--- src/rtl/cps_pkg.sv ---
package cps_pkg;

  localparam int TF_AW     = 5;
  localparam int HDR_BYTES = 16;

  // header flag bit positions inside byte 2
  localparam int FLG_VALID = 0;
  localparam int FLG_DATA  = 2;
  localparam int FLG_IRQ   = 3;

  // address byte bit positions
  localparam int PAIR_END  = 7;
  localparam int PAIR_SKIP = 5;

  localparam logic [TF_AW-1:0] REG_COMMAND = 5'h17;
  localparam logic [7:0]       RESP_DONE   = 8'h01;

  typedef enum logic [2:0] {
    ST_IDLE,
    ST_HDR0,
    ST_HDR1,
    ST_LFETCH,
    ST_EMIT,
    ST_DATA,
    ST_RESP
  } cps_state_e;

  typedef struct packed {
    logic [7:0]       value;
    logic             last;
    logic             skip;
    logic [TF_AW-1:0] reg_addr;
  } cps_pair_t;

endpackage

--- src/rtl/cps_pair_pick.sv ---
module cps_pair_pick
  import cps_pkg::*;
#(
  parameter  int DW     = 64,
  localparam int PAIRS  = DW / 16,
  localparam int PIDX_W = (PAIRS > 1) ? $clog2(PAIRS) : 1
) (
  input  logic [DW-1:0]     word_i,
  input  logic [PIDX_W-1:0] idx_i,
  output cps_pair_t         pair_o
);

  cps_pair_t        slot [PAIRS];
  logic [PAIRS-1:0] rsvd_unused;

  for (genvar p = 0; p < PAIRS; p++) begin : g_slot
    assign slot[p].value    = word_i[16*p +: 8];
    assign slot[p].last     = word_i[16*p + 8 + PAIR_END];
    assign slot[p].skip     = word_i[16*p + 8 + PAIR_SKIP];
    assign slot[p].reg_addr = word_i[16*p + 8 +: TF_AW];
    assign rsvd_unused[p]   = word_i[16*p + 14];
  end

  assign pair_o = slot[idx_i];

endmodule

--- src/rtl/cps_hdr_capture.sv ---
module cps_hdr_capture #(
  parameter int AW    = 32,
  parameter int LEN_W = 8
) (
  input  logic             clk,
  input  logic             rst_n,
  input  logic             cap0_i,
  input  logic             cap1_i,
  input  logic             data_flag_i,
  input  logic             irq_flag_i,
  input  logic [LEN_W-1:0] len_field_i,
  input  logic [AW-1:0]    next_field_i,
  input  logic [AW-1:0]    desc_field_i,
  output logic             has_data_o,
  output logic             irq_en_o,
  output logic [LEN_W-1:0] len_o,
  output logic [AW-1:0]    next_ptr_o,
  output logic [AW-1:0]    desc_ptr_o
);

  always_ff @(posedge clk or negedge rst_n) begin
    if (!rst_n) begin
      has_data_o <= 1'b0;
      irq_en_o   <= 1'b0;
      len_o      <= '0;
      next_ptr_o <= '0;
    end else if (cap0_i) begin
      has_data_o <= data_flag_i;
      irq_en_o   <= irq_flag_i;
      len_o      <= len_field_i;
      next_ptr_o <= next_field_i;
    end
  end

  always_ff @(posedge clk or negedge rst_n) begin
    if (!rst_n) begin
      desc_ptr_o <= '0;
    end else if (cap1_i) begin
      desc_ptr_o <= desc_field_i;
    end
  end

endmodule

--- src/rtl/cps_ctrl.sv ---
module cps_ctrl
  import cps_pkg::*;
#(
  parameter  int AW      = 32,
  parameter  int DW      = 64,
  parameter  int LEN_W   = 8,
  localparam int PAIRS   = DW / 16,
  localparam int PIDX_W  = (PAIRS > 1) ? $clog2(PAIRS) : 1,
  localparam int WBYTES  = DW / 8,
  localparam int WORD_SH = $clog2(WBYTES)
) (
  input  logic              clk,
  input  logic              rst_n,
  input  logic              clr_i,
  input  logic              start_i,
  input  logic [AW-1:0]     pkt_addr_i,
  output logic              mem_req_o,
  output logic              mem_we_o,
  output logic [AW-1:0]     mem_addr_o,
  input  logic              mem_ack_i,
  input  logic [DW-1:0]     mem_rdata_i,
  output logic              cap0_o,
  output logic              cap1_o,
  input  logic [LEN_W-1:0]  len_i,
  input  logic              has_data_i,
  input  logic              irq_en_i,
  output logic [DW-1:0]     pword_o,
  output logic [PIDX_W-1:0] pidx_o,
  input  cps_pair_t         pair_i,
  input  logic              sg_done_i,
  output logic              sg_start_o,
  output logic              tf_we_o,
  output logic [TF_AW-1:0]  tf_addr_o,
  output logic [7:0]        tf_data_o,
  output logic              done_o,
  output logic              err_o,
  output logic              irq_o
);

  cps_state_e        state_q, state_d;
  logic [AW-1:0]     base_q, base_d;
  logic [LEN_W-1:0]  widx_q, widx_d;
  logic [PIDX_W-1:0] pidx_q, pidx_d;
  logic [DW-1:0]     pword_q;
  logic              pword_en;
  logic              cmd_seen_q, cmd_seen_d;
  logic              done_q, done_d;
  logic              err_q, err_d;
  logic              irq_q, irq_d;
  logic              sgs_q, sgs_d;
  logic              wr_now, cmd_now;
  logic [2:0]        addr_lsb_unused;

  assign addr_lsb_unused = pkt_addr_i[2:0];

  assign wr_now  = (state_q == ST_EMIT) && !pair_i.skip;
  assign cmd_now = wr_now && (pair_i.reg_addr == REG_COMMAND);

  // next-state process
  always_comb begin
    state_d    = state_q;
    base_d     = base_q;
    widx_d     = widx_q;
    pidx_d     = pidx_q;
    cmd_seen_d = cmd_seen_q;
    pword_en   = 1'b0;
    cap0_o     = 1'b0;
    cap1_o     = 1'b0;
    done_d     = 1'b0;
    err_d      = 1'b0;
    irq_d      = 1'b0;
    sgs_d      = 1'b0;
    unique case (state_q)
      ST_IDLE: begin
        if (start_i) begin
          base_d     = {pkt_addr_i[AW-1:3], 3'b000};
          cmd_seen_d = 1'b0;
          state_d    = ST_HDR0;
        end
      end
      ST_HDR0: begin
        if (mem_ack_i) begin
          cap0_o = 1'b1;
          if (!mem_rdata_i[16 + FLG_VALID]) begin
            err_d   = 1'b1;
            state_d = ST_IDLE;
          end else begin
            state_d = ST_HDR1;
          end
        end
      end
      ST_HDR1: begin
        if (mem_ack_i) begin
          cap1_o = 1'b1;
          if (len_i == '0) begin
            err_d   = 1'b1;
            state_d = ST_IDLE;
          end else begin
            widx_d  = '0;
            state_d = ST_LFETCH;
          end
        end
      end
      ST_LFETCH: begin
        if (mem_ack_i) begin
          pword_en = 1'b1;
          pidx_d   = '0;
          state_d  = ST_EMIT;
        end
      end
      ST_EMIT: begin
        if (cmd_now) cmd_seen_d = 1'b1;
        if (pair_i.last) begin
          if (has_data_i && (cmd_seen_q || cmd_now)) begin
            sgs_d   = 1'b1;
            state_d = ST_DATA;
          end else begin
            state_d = ST_RESP;
          end
        end else if (pidx_q == PIDX_W'(PAIRS - 1)) begin
          if (widx_q == len_i - LEN_W'(1)) begin
            err_d   = 1'b1;
            state_d = ST_IDLE;
          end else begin
            widx_d  = widx_q + 1'b1;
            state_d = ST_LFETCH;
          end
        end else begin
          pidx_d = pidx_q + 1'b1;
        end
      end
      ST_DATA: begin
        if (sg_done_i) state_d = ST_RESP;
      end
      ST_RESP: begin
        if (mem_ack_i) begin
          done_d  = 1'b1;
          irq_d   = irq_en_i;
          state_d = ST_IDLE;
        end
      end
      default: state_d = ST_IDLE;
    endcase
    if (clr_i) begin
      state_d  = ST_IDLE;
      pword_en = 1'b0;
      cap0_o   = 1'b0;
      cap1_o   = 1'b0;
      done_d   = 1'b0;
      err_d    = 1'b0;
      irq_d    = 1'b0;
      sgs_d    = 1'b0;
    end
  end

  // register process
  always_ff @(posedge clk or negedge rst_n) begin
    if (!rst_n) begin
      state_q    <= ST_IDLE;
      base_q     <= '0;
      widx_q     <= '0;
      pidx_q     <= '0;
      cmd_seen_q <= 1'b0;
      done_q     <= 1'b0;
      err_q      <= 1'b0;
      irq_q      <= 1'b0;
      sgs_q      <= 1'b0;
    end else begin
      state_q    <= state_d;
      base_q     <= base_d;
      widx_q     <= widx_d;
      pidx_q     <= pidx_d;
      cmd_seen_q <= cmd_seen_d;
      done_q     <= done_d;
      err_q      <= err_d;
      irq_q      <= irq_d;
      sgs_q      <= sgs_d;
    end
  end

  always_ff @(posedge clk or negedge rst_n) begin
    if (!rst_n) begin
      pword_q <= '0;
    end else if (pword_en) begin
      pword_q <= mem_rdata_i;
    end
  end

  // memory port
  always_comb begin
    mem_req_o  = 1'b0;
    mem_we_o   = 1'b0;
    mem_addr_o = base_q;
    unique case (state_q)
      ST_HDR0:   mem_req_o = 1'b1;
      ST_HDR1: begin
        mem_req_o  = 1'b1;
        mem_addr_o = base_q + AW'(WBYTES);
      end
      ST_LFETCH: begin
        mem_req_o  = 1'b1;
        mem_addr_o = base_q + AW'(HDR_BYTES) + (AW'(widx_q) << WORD_SH);
      end
      ST_RESP: begin
        mem_req_o = 1'b1;
        mem_we_o  = 1'b1;
      end
      default: ;
    endcase
  end

  assign pword_o    = pword_q;
  assign pidx_o     = pidx_q;
  assign tf_we_o    = wr_now;
  assign tf_addr_o  = pair_i.reg_addr;
  assign tf_data_o  = pair_i.value;
  assign sg_start_o = sgs_q;
  assign done_o     = done_q;
  assign err_o      = err_q;
  assign irq_o      = irq_q;

endmodule

--- src/rtl/cmd_pkt_seq.sv ---
module cmd_pkt_seq
  import cps_pkg::*;
#(
  parameter  int AW     = 32,
  parameter  int DW     = 64,
  parameter  int LEN_W  = 8,
  localparam int PAIRS  = DW / 16,
  localparam int PIDX_W = (PAIRS > 1) ? $clog2(PAIRS) : 1,
  localparam int WBYTES = DW / 8
) (
  input  logic              clk,
  input  logic              rst_n,
  input  logic              clr_i,
  input  logic              start_i,
  input  logic [AW-1:0]     pkt_addr_i,
  output logic              mem_req_o,
  output logic              mem_we_o,
  output logic [AW-1:0]     mem_addr_o,
  output logic [DW-1:0]     mem_wdata_o,
  output logic [WBYTES-1:0] mem_wstrb_o,
  input  logic [DW-1:0]     mem_rdata_i,
  input  logic              mem_ack_i,
  output logic              tf_we_o,
  output logic [TF_AW-1:0]  tf_addr_o,
  output logic [7:0]        tf_data_o,
  output logic              sg_start_o,
  output logic [AW-1:0]     sg_desc_o,
  input  logic              sg_done_i,
  output logic [AW-1:0]     next_ptr_o,
  output logic              done_o,
  output logic              err_o,
  output logic              irq_o
);

  logic              cap0, cap1;
  logic              has_data, irq_en;
  logic [LEN_W-1:0]  len;
  logic [DW-1:0]     pword;
  logic [PIDX_W-1:0] pidx;
  cps_pair_t         pair;

  cps_hdr_capture #(.AW(AW), .LEN_W(LEN_W)) u_hdr (
    .clk          (clk),
    .rst_n        (rst_n),
    .cap0_i       (cap0),
    .cap1_i       (cap1),
    .data_flag_i  (mem_rdata_i[16 + FLG_DATA]),
    .irq_flag_i   (mem_rdata_i[16 + FLG_IRQ]),
    .len_field_i  (mem_rdata_i[24 +: LEN_W]),
    .next_field_i (mem_rdata_i[32 +: AW]),
    .desc_field_i (mem_rdata_i[0 +: AW]),
    .has_data_o   (has_data),
    .irq_en_o     (irq_en),
    .len_o        (len),
    .next_ptr_o   (next_ptr_o),
    .desc_ptr_o   (sg_desc_o)
  );

  cps_pair_pick #(.DW(DW)) u_pick (
    .word_i (pword),
    .idx_i  (pidx),
    .pair_o (pair)
  );

  cps_ctrl #(.AW(AW), .DW(DW), .LEN_W(LEN_W)) u_ctrl (
    .clk         (clk),
    .rst_n       (rst_n),
    .clr_i       (clr_i),
    .start_i     (start_i),
    .pkt_addr_i  (pkt_addr_i),
    .mem_req_o   (mem_req_o),
    .mem_we_o    (mem_we_o),
    .mem_addr_o  (mem_addr_o),
    .mem_ack_i   (mem_ack_i),
    .mem_rdata_i (mem_rdata_i),
    .cap0_o      (cap0),
    .cap1_o      (cap1),
    .len_i       (len),
    .has_data_i  (has_data),
    .irq_en_i    (irq_en),
    .pword_o     (pword),
    .pidx_o      (pidx),
    .pair_i      (pair),
    .sg_done_i   (sg_done_i),
    .sg_start_o  (sg_start_o),
    .tf_we_o     (tf_we_o),
    .tf_addr_o   (tf_addr_o),
    .tf_data_o   (tf_data_o),
    .done_o      (done_o),
    .err_o       (err_o),
    .irq_o       (irq_o)
  );

  assign mem_wdata_o = {{(DW-8){1'b0}}, RESP_DONE};
  assign mem_wstrb_o = WBYTES'(1);

endmodule

--- config.mk ---
export PLATFORM = sky130hd
export DESIGN_NAME = cmd_pkt_seq
export DESIGN_NICKNAME = d
export VERILOG_FILES = /design/src/rtl/cps_pkg.sv /design/src/rtl/cps_pair_pick.sv /design/src/rtl/cps_hdr_capture.sv /design/src/rtl/cps_ctrl.sv /design/src/rtl/cmd_pkt_seq.sv
export SDC_FILE = /design/constraint.sdc
export NUM_CORES = 1
export LEC_CHECK = 0
export ABC_AREA = 1
export BUFFER_PORTS_ARGS = -buffer_cell sky130_fd_sc_hd__clkbuf_2
export CAP_MARGIN = 20
export CORE_AREA = 10 10 149 151
export CTS_BUF_LIST = sky130_fd_sc_hd__clkbuf_4
export DETAILED_ROUTE_END_ITERATION = 6
export DIE_AREA = 0 0 159 161
export HOLD_SLACK_MARGIN = 0.1
export PLACE_DENSITY = 0.86
export SLEW_MARGIN = 5
export SYNTH_ARGS = -nofsm -noshare
export SYNTH_HDL_FRONTEND = slang
export SYNTH_HIERARCHICAL = 1
export SYNTH_SLANG_ARGS = --single-unit
--- constraint.sdc ---
create_clock -name clk -period 5.44 [get_ports clk]
set_clock_uncertainty 0.05 [all_clocks]
set_input_delay 1.088 -clock clk [delete_from_list [all_inputs] [get_ports clk]]
set_output_delay 1.088 -clock clk [all_outputs]
set_load 0.005 [all_outputs]
# [After elaboration in Yosys (flattened, before gate mapping)]
# Index checks and enable logic that the tools add are counted.
[totals] reg_bits=185 output_inout_bits=188 elab_cells=122
[classes] addsub=6 n_lt_le_gt_ge=1 n_eq_ne=25 mux=58 bitwise=1 n_reduce_logical=16
[op_table] cell="$pmux 32 s2" count=1
[op_table] cell="$mux 8" count=5
[op_table] cell="$add 32x11->32" count=1
[op_table] cell="$add 32x4->32 const B" count=1
[op_table] cell="$add 32x5->32 const B" count=1
[op_table] cell="$bmux 15 s2" count=1
[op_table] cell="$mux 15" count=2
[op_table] cell="$mux 1" count=28
[op_table] cell="$mux 3" count=9
[op_table] cell="$pmux 3 s7" count=1
[op_table] cell="$ne 3x3->1 const B" count=6
[op_table] cell="$ne 2x2->1 const B" count=8
[op_table] cell="$pmux 8 s2" count=1
[op_table] cell="$mux 2" count=7
[op_table] cell="$eq 3x3->1 const B" count=3
[op_table] cell="$add 8x1->8 const B" count=1
[op_table] cell="$eq 8x8->1" count=1
[op_table] cell="$logic_not 8->1" count=1
[op_table] cell="$sub 8x1->8 const B" count=1
[op_table] cell="$reduce_and 7->1" count=1
[op_table] cell="$eq 3x2->1 const B" count=2
[op_table] cell="$reduce_and 6->1" count=1
[op_table] cell="$reduce_bool 2->1" count=3
[op_table] cell="$eq 5x5->1 const B" count=1
[op_table] cell="other kinds (18)" count=20

# [Longest topological paths before layout]
[depth] word_depth=13 depth_mapped=16 depth_no_buf=16

# [Cells and area by module]
# The synthesis kept the hierarchy.
[modules_own_cells] module="cps_ctrl" n_inst=1 cells_each=889 area_per_inst_um2=7160.6 seq_area_each_um2=2777.7
[modules_own_cells] module="cps_hdr_capture" n_inst=1 cells_each=314 area_per_inst_um2=2857.7 seq_area_each_um2=1851.8
[modules_own_cells] module="cps_pair_pick" n_inst=1 cells_each=176 area_per_inst_um2=715.7 seq_area_each_um2=0.0
[modules_own_cells] module="cmd_pkt_seq" n_inst=1 cells_each=74 area_per_inst_um2=548.0 seq_area_each_um2=0.0

# [Least setup slack after synthesis]
# Ideal clock, no wire load.
[synth_path] kind="reg-to-output" from="reg u_ctrl.widx_q[1]" to="out mem_addr_o[18]" t_arrival_ns=2.229 t_required_ns=4.302 setup_slack_ns=2.073 stages_incl_launch_ff=14 path_cell_list="dfrtp_1 > inv_1 > ha_1 > inv_1 > ha_1 > inv_1 > fa_1 > o21ai_0 > nand2_1 > nand2_1 > nand2_1 > o21ai_0 > nand2_1 > o21ai_0"
[synth_via] elab_chain_cells=2
[synth_lines] item="from (decl)" line="cps_ctrl.sv:42" source="logic [LEN_W-1:0] widx_q, widx_d;"
[synth_lines] item="from (signal assigned)" line="cps_ctrl.sv:171" source="widx_q <= widx_d;"
[synth_lines] item="$add 32x11->32" line="cps_ctrl.sv:202" source="mem_addr_o = base_q + AW'(HDR_BYTES) + (AW'(widx_q) << WORD_SH);"
[synth_lines] item="$pmux 32 s2" line="cps_ctrl.sv:194" source="unique case (state_q)"
[synth_lines] item="to (decl)" line="cmd_pkt_seq.sv:18" source="output logic [AW-1:0] mem_addr_o,"
# No other way between the ends.

# [Worst setup path after layout]
# Ends and elaborated chain as after synthesis.

==> impl_summary.md <==
Timing
In the final timing run, aggregate negative setup slack is 0 ps. Hold timing on the final database bottoms out at a slack of between 400 and 500 ps. The setup slack after layout is 770 ps. The worst path needs 4670 ps of the cycle, external delays included. The total of endpoints with negative setup slack in the final report is 0.

Setup repair after global routing left no endpoint under its margin. The number of endpoints with negative hold slack in the final report is 0. The final worst-path cycle share is 85.8%.

The final count of pins violating max slew is 0. At the pin with the least slew margin, the transition time is 1070 ps. The peak clock frequency supported by timing is 214 MHz. Measured against its own limit, the worst slew margin works out to 28.6%.

Routing
The final routed wirelength across all metal layers is 31.2 mm. The first TritonRoute pass finished after 5 iterations. For this block, the initial DRC count from the detailed router was between 700 and 800. The count of nets left with antenna violations once routing finished came out at 0.

After detailed routing, the number of remaining DRC violations is 0. The via density per instance is just over 5. The average detailed-routed wire length per instance is 16.5 um. The total vias in the final route is approximately 9700.

Placed design
The post-placement worst setup slack is roughly 1500 ps. Routability-driven placement finished with a final weighted congestion of 0.927. The count of port buffers added during placement is 211. Once detailed placement completed, the half-perimeter wirelength came to between 20 and 25 mm.

CTS
The source-to-sink clock delay at the later pin of the worst-skew pair is 630 ps. TritonCTS built the clock tree. The number of H-tree branching levels is 4. The clock root buffer is sky130_fd_sc_hd__clkbuf_4. Clock-pin slew was measured on the worst setup and hold paths at 190 ps.

CTS saw 181 sinks. The post-cts gate resize count is 0. The number of hold buffers added after CTS was 0. The longest clock path from root to sink contains 2 buffers. Once the clock tree was built, the setup fixing pass inserted 0 buffers.

The number of clock buffers added by TritonCTS is 17.

Floorplan
The row count is 51. The floorplan core area is 19200 sq um. Measured along the y axis, the die boundary spans approximately 160 um. The number of top-level design ports is 290. The initial utilization of the core area, before any placement, comes to 57.9%. In this run the horizontal extent of the chip is around 160 um. The full die area is 25600 sq um.

Power
IR analysis of the VDD net gives a maximum drop of 327 uV. The leakage power figure is roughly 0.0069 uW. Power spread over the standard cell area amounts to about 470 nW/um^2.

Critical path
By startpoint and endpoint, the worst setup path is classified as reg2out. The library cell appearing most often on the critical path is sky130_fd_sc_hd__nand2_1. The worst-path cell with the longest stage delay is sky130_fd_sc_hd__dfrtp_1. The buffering stage count on the worst path with inverters included is 4. STA classifies the critical path startpoint as a register. The delay of the slowest critical-path stage is 450 ps. The highest fanout seen on the critical path is 7. The critical path endpoint category is an output port. The worst setup slack for register-to-register paths is 2770 ps. The signal on the critical path passes through inv_1 > ha_1 > inv_1 > ha_1 > inv_1 > fa_1 > o21ai_0 > nand2_1 > nand2_1 > nand2_1 > o21ai_0 > nand2_1 > o21ai_0 > clkbuf_2.

STA puts the critical path data required time at 4300 ps. STA puts the critical path data arrival time at 3530 ps. The kind of cell adding the most delay to the critical path is adder cells.

Global routing
Global routing finished with a remaining overflow of 0. Entering global routing, the biggest net connects between 100 and 150 pins. The number of antenna violations at the first check in global routing is 1.

Global routing used between 20% and 30% of the available tracks. The first global-routing pass estimated between 40 and 50 mm of wire. The number of global-route vias before repair is roughly 9700.

Finish
Leaving out fill and tap cells, the most frequent cells in the layout are 526 x sky130_fd_sc_hd__nand2_1, 210 x sky130_fd_sc_hd__clkbuf_2, 181 x sky130_fd_sc_hd__dfrtp_1, 152 x sky130_fd_sc_hd__inv_1, 109 x sky130_fd_sc_hd__nand3_1. At the end of the flow, the number of nets in the layout was 1740. Leaving out fill and tap cells, the most frequent cell in the layout is sky130_fd_sc_hd__nand2_1. Compared with the post-synthesis result, the final layout area differs by 9.89%. The fraction of final layout cells with drive strength greater than 1 is 20.7%.

Synth
The post-synthesis instance total is around 1400. The mean area per synthesized cell is 7.70 sq um. During synthesis, Yosys emitted a total of 6 warnings.

The cell area after synthesis is 11100 sq um.

Worst hold path
The path class of the tightest hold or removal check is reg2reg.

Outcome
The run finished with clean final reports.

Job
Across the run, the number of max-cap violations was 0.
-- stage by stage --
step	power, uW	area (sq um)	std cells	util [%]
global route	6290	12200	1896	63.6
detailed placement	4890	11800	1863	61.7
floorplan	4010	11400	1517	-
CTS	5820	12200	1895	63.6
global placement	4780	11800	1863	61.7
finish	5800	12200	1896	63.6
-- metal layers --
| metal | share of wire (%) | global-route usage (%) |
|---|---|---|
| met4 | 2.1 | 6.57 |
| met1 | 40 | 27.1 |
| met5 | 0 | 0 |
| met2 | 49 | 41.3 |
| met3 | 9.1 | 8.26 |
-- where the power goes --
group | switching, uW | internal [uW]
combinational | 1530 | 1060
clock | 653 | 261
sequential | 421 | 1880
total | 2610 | 3200
-- flip-flops by register name (all words and copies together), names as in the netlist, 2 cells and up --
register / flops
u_ctrl/base_q: 29
u_hdr/next_ptr_o: 32
u_ctrl/widx_q: 8
u_ctrl/state_q: 3
u_hdr/desc_ptr_o: 32
u_ctrl/pword_o: 60
u_hdr/len_o: 8
u_ctrl/pidx_o: 2
-- worst reg2reg max path, stage by stage (launching register included) --
cell and delay [ps]:
sky130_fd_sc_hd__dfrtp_1 510, sky130_fd_sc_hd__inv_1 100, sky130_fd_sc_hd__nor2_2 120, sky130_fd_sc_hd__inv_2 60
sky130_fd_sc_hd__nor2_4 80, sky130_fd_sc_hd__buf_4 400, sky130_fd_sc_hd__nand2_4 650, sky130_fd_sc_hd__mux2_4 590
-- area by class of cell --
type,instances,area [sq um]
flip-flops and latches,181,4530
multi-input cells,1041,5270
repair buffers,216,1110
clock buffers,17,128
inverters,160,609
diodes,1,2.50
clock inverters,15,243
well taps,265,332
fillers,1658,6990
-- final timing paths --
check                      cells after the start            startpoint                    to
min reg2reg                                    2  u_hdr/desc_ptr_o[10]  u_hdr/desc_ptr_o[10]
max in group asynchronous                      2                 rst_n  u_hdr/desc_ptr_o[21]
min in group asynchronous                      1                 rst_n     u_ctrl/base_q[17]
min                                            2  u_hdr/desc_ptr_o[10]  u_hdr/desc_ptr_o[10]
max reg2reg                                    7     u_ctrl/state_q[0]    u_ctrl/pword_o[24]
max                                           14      u_ctrl/widx_q[1]        mem_addr_o[18]
(Power assumes the default switching activity.)
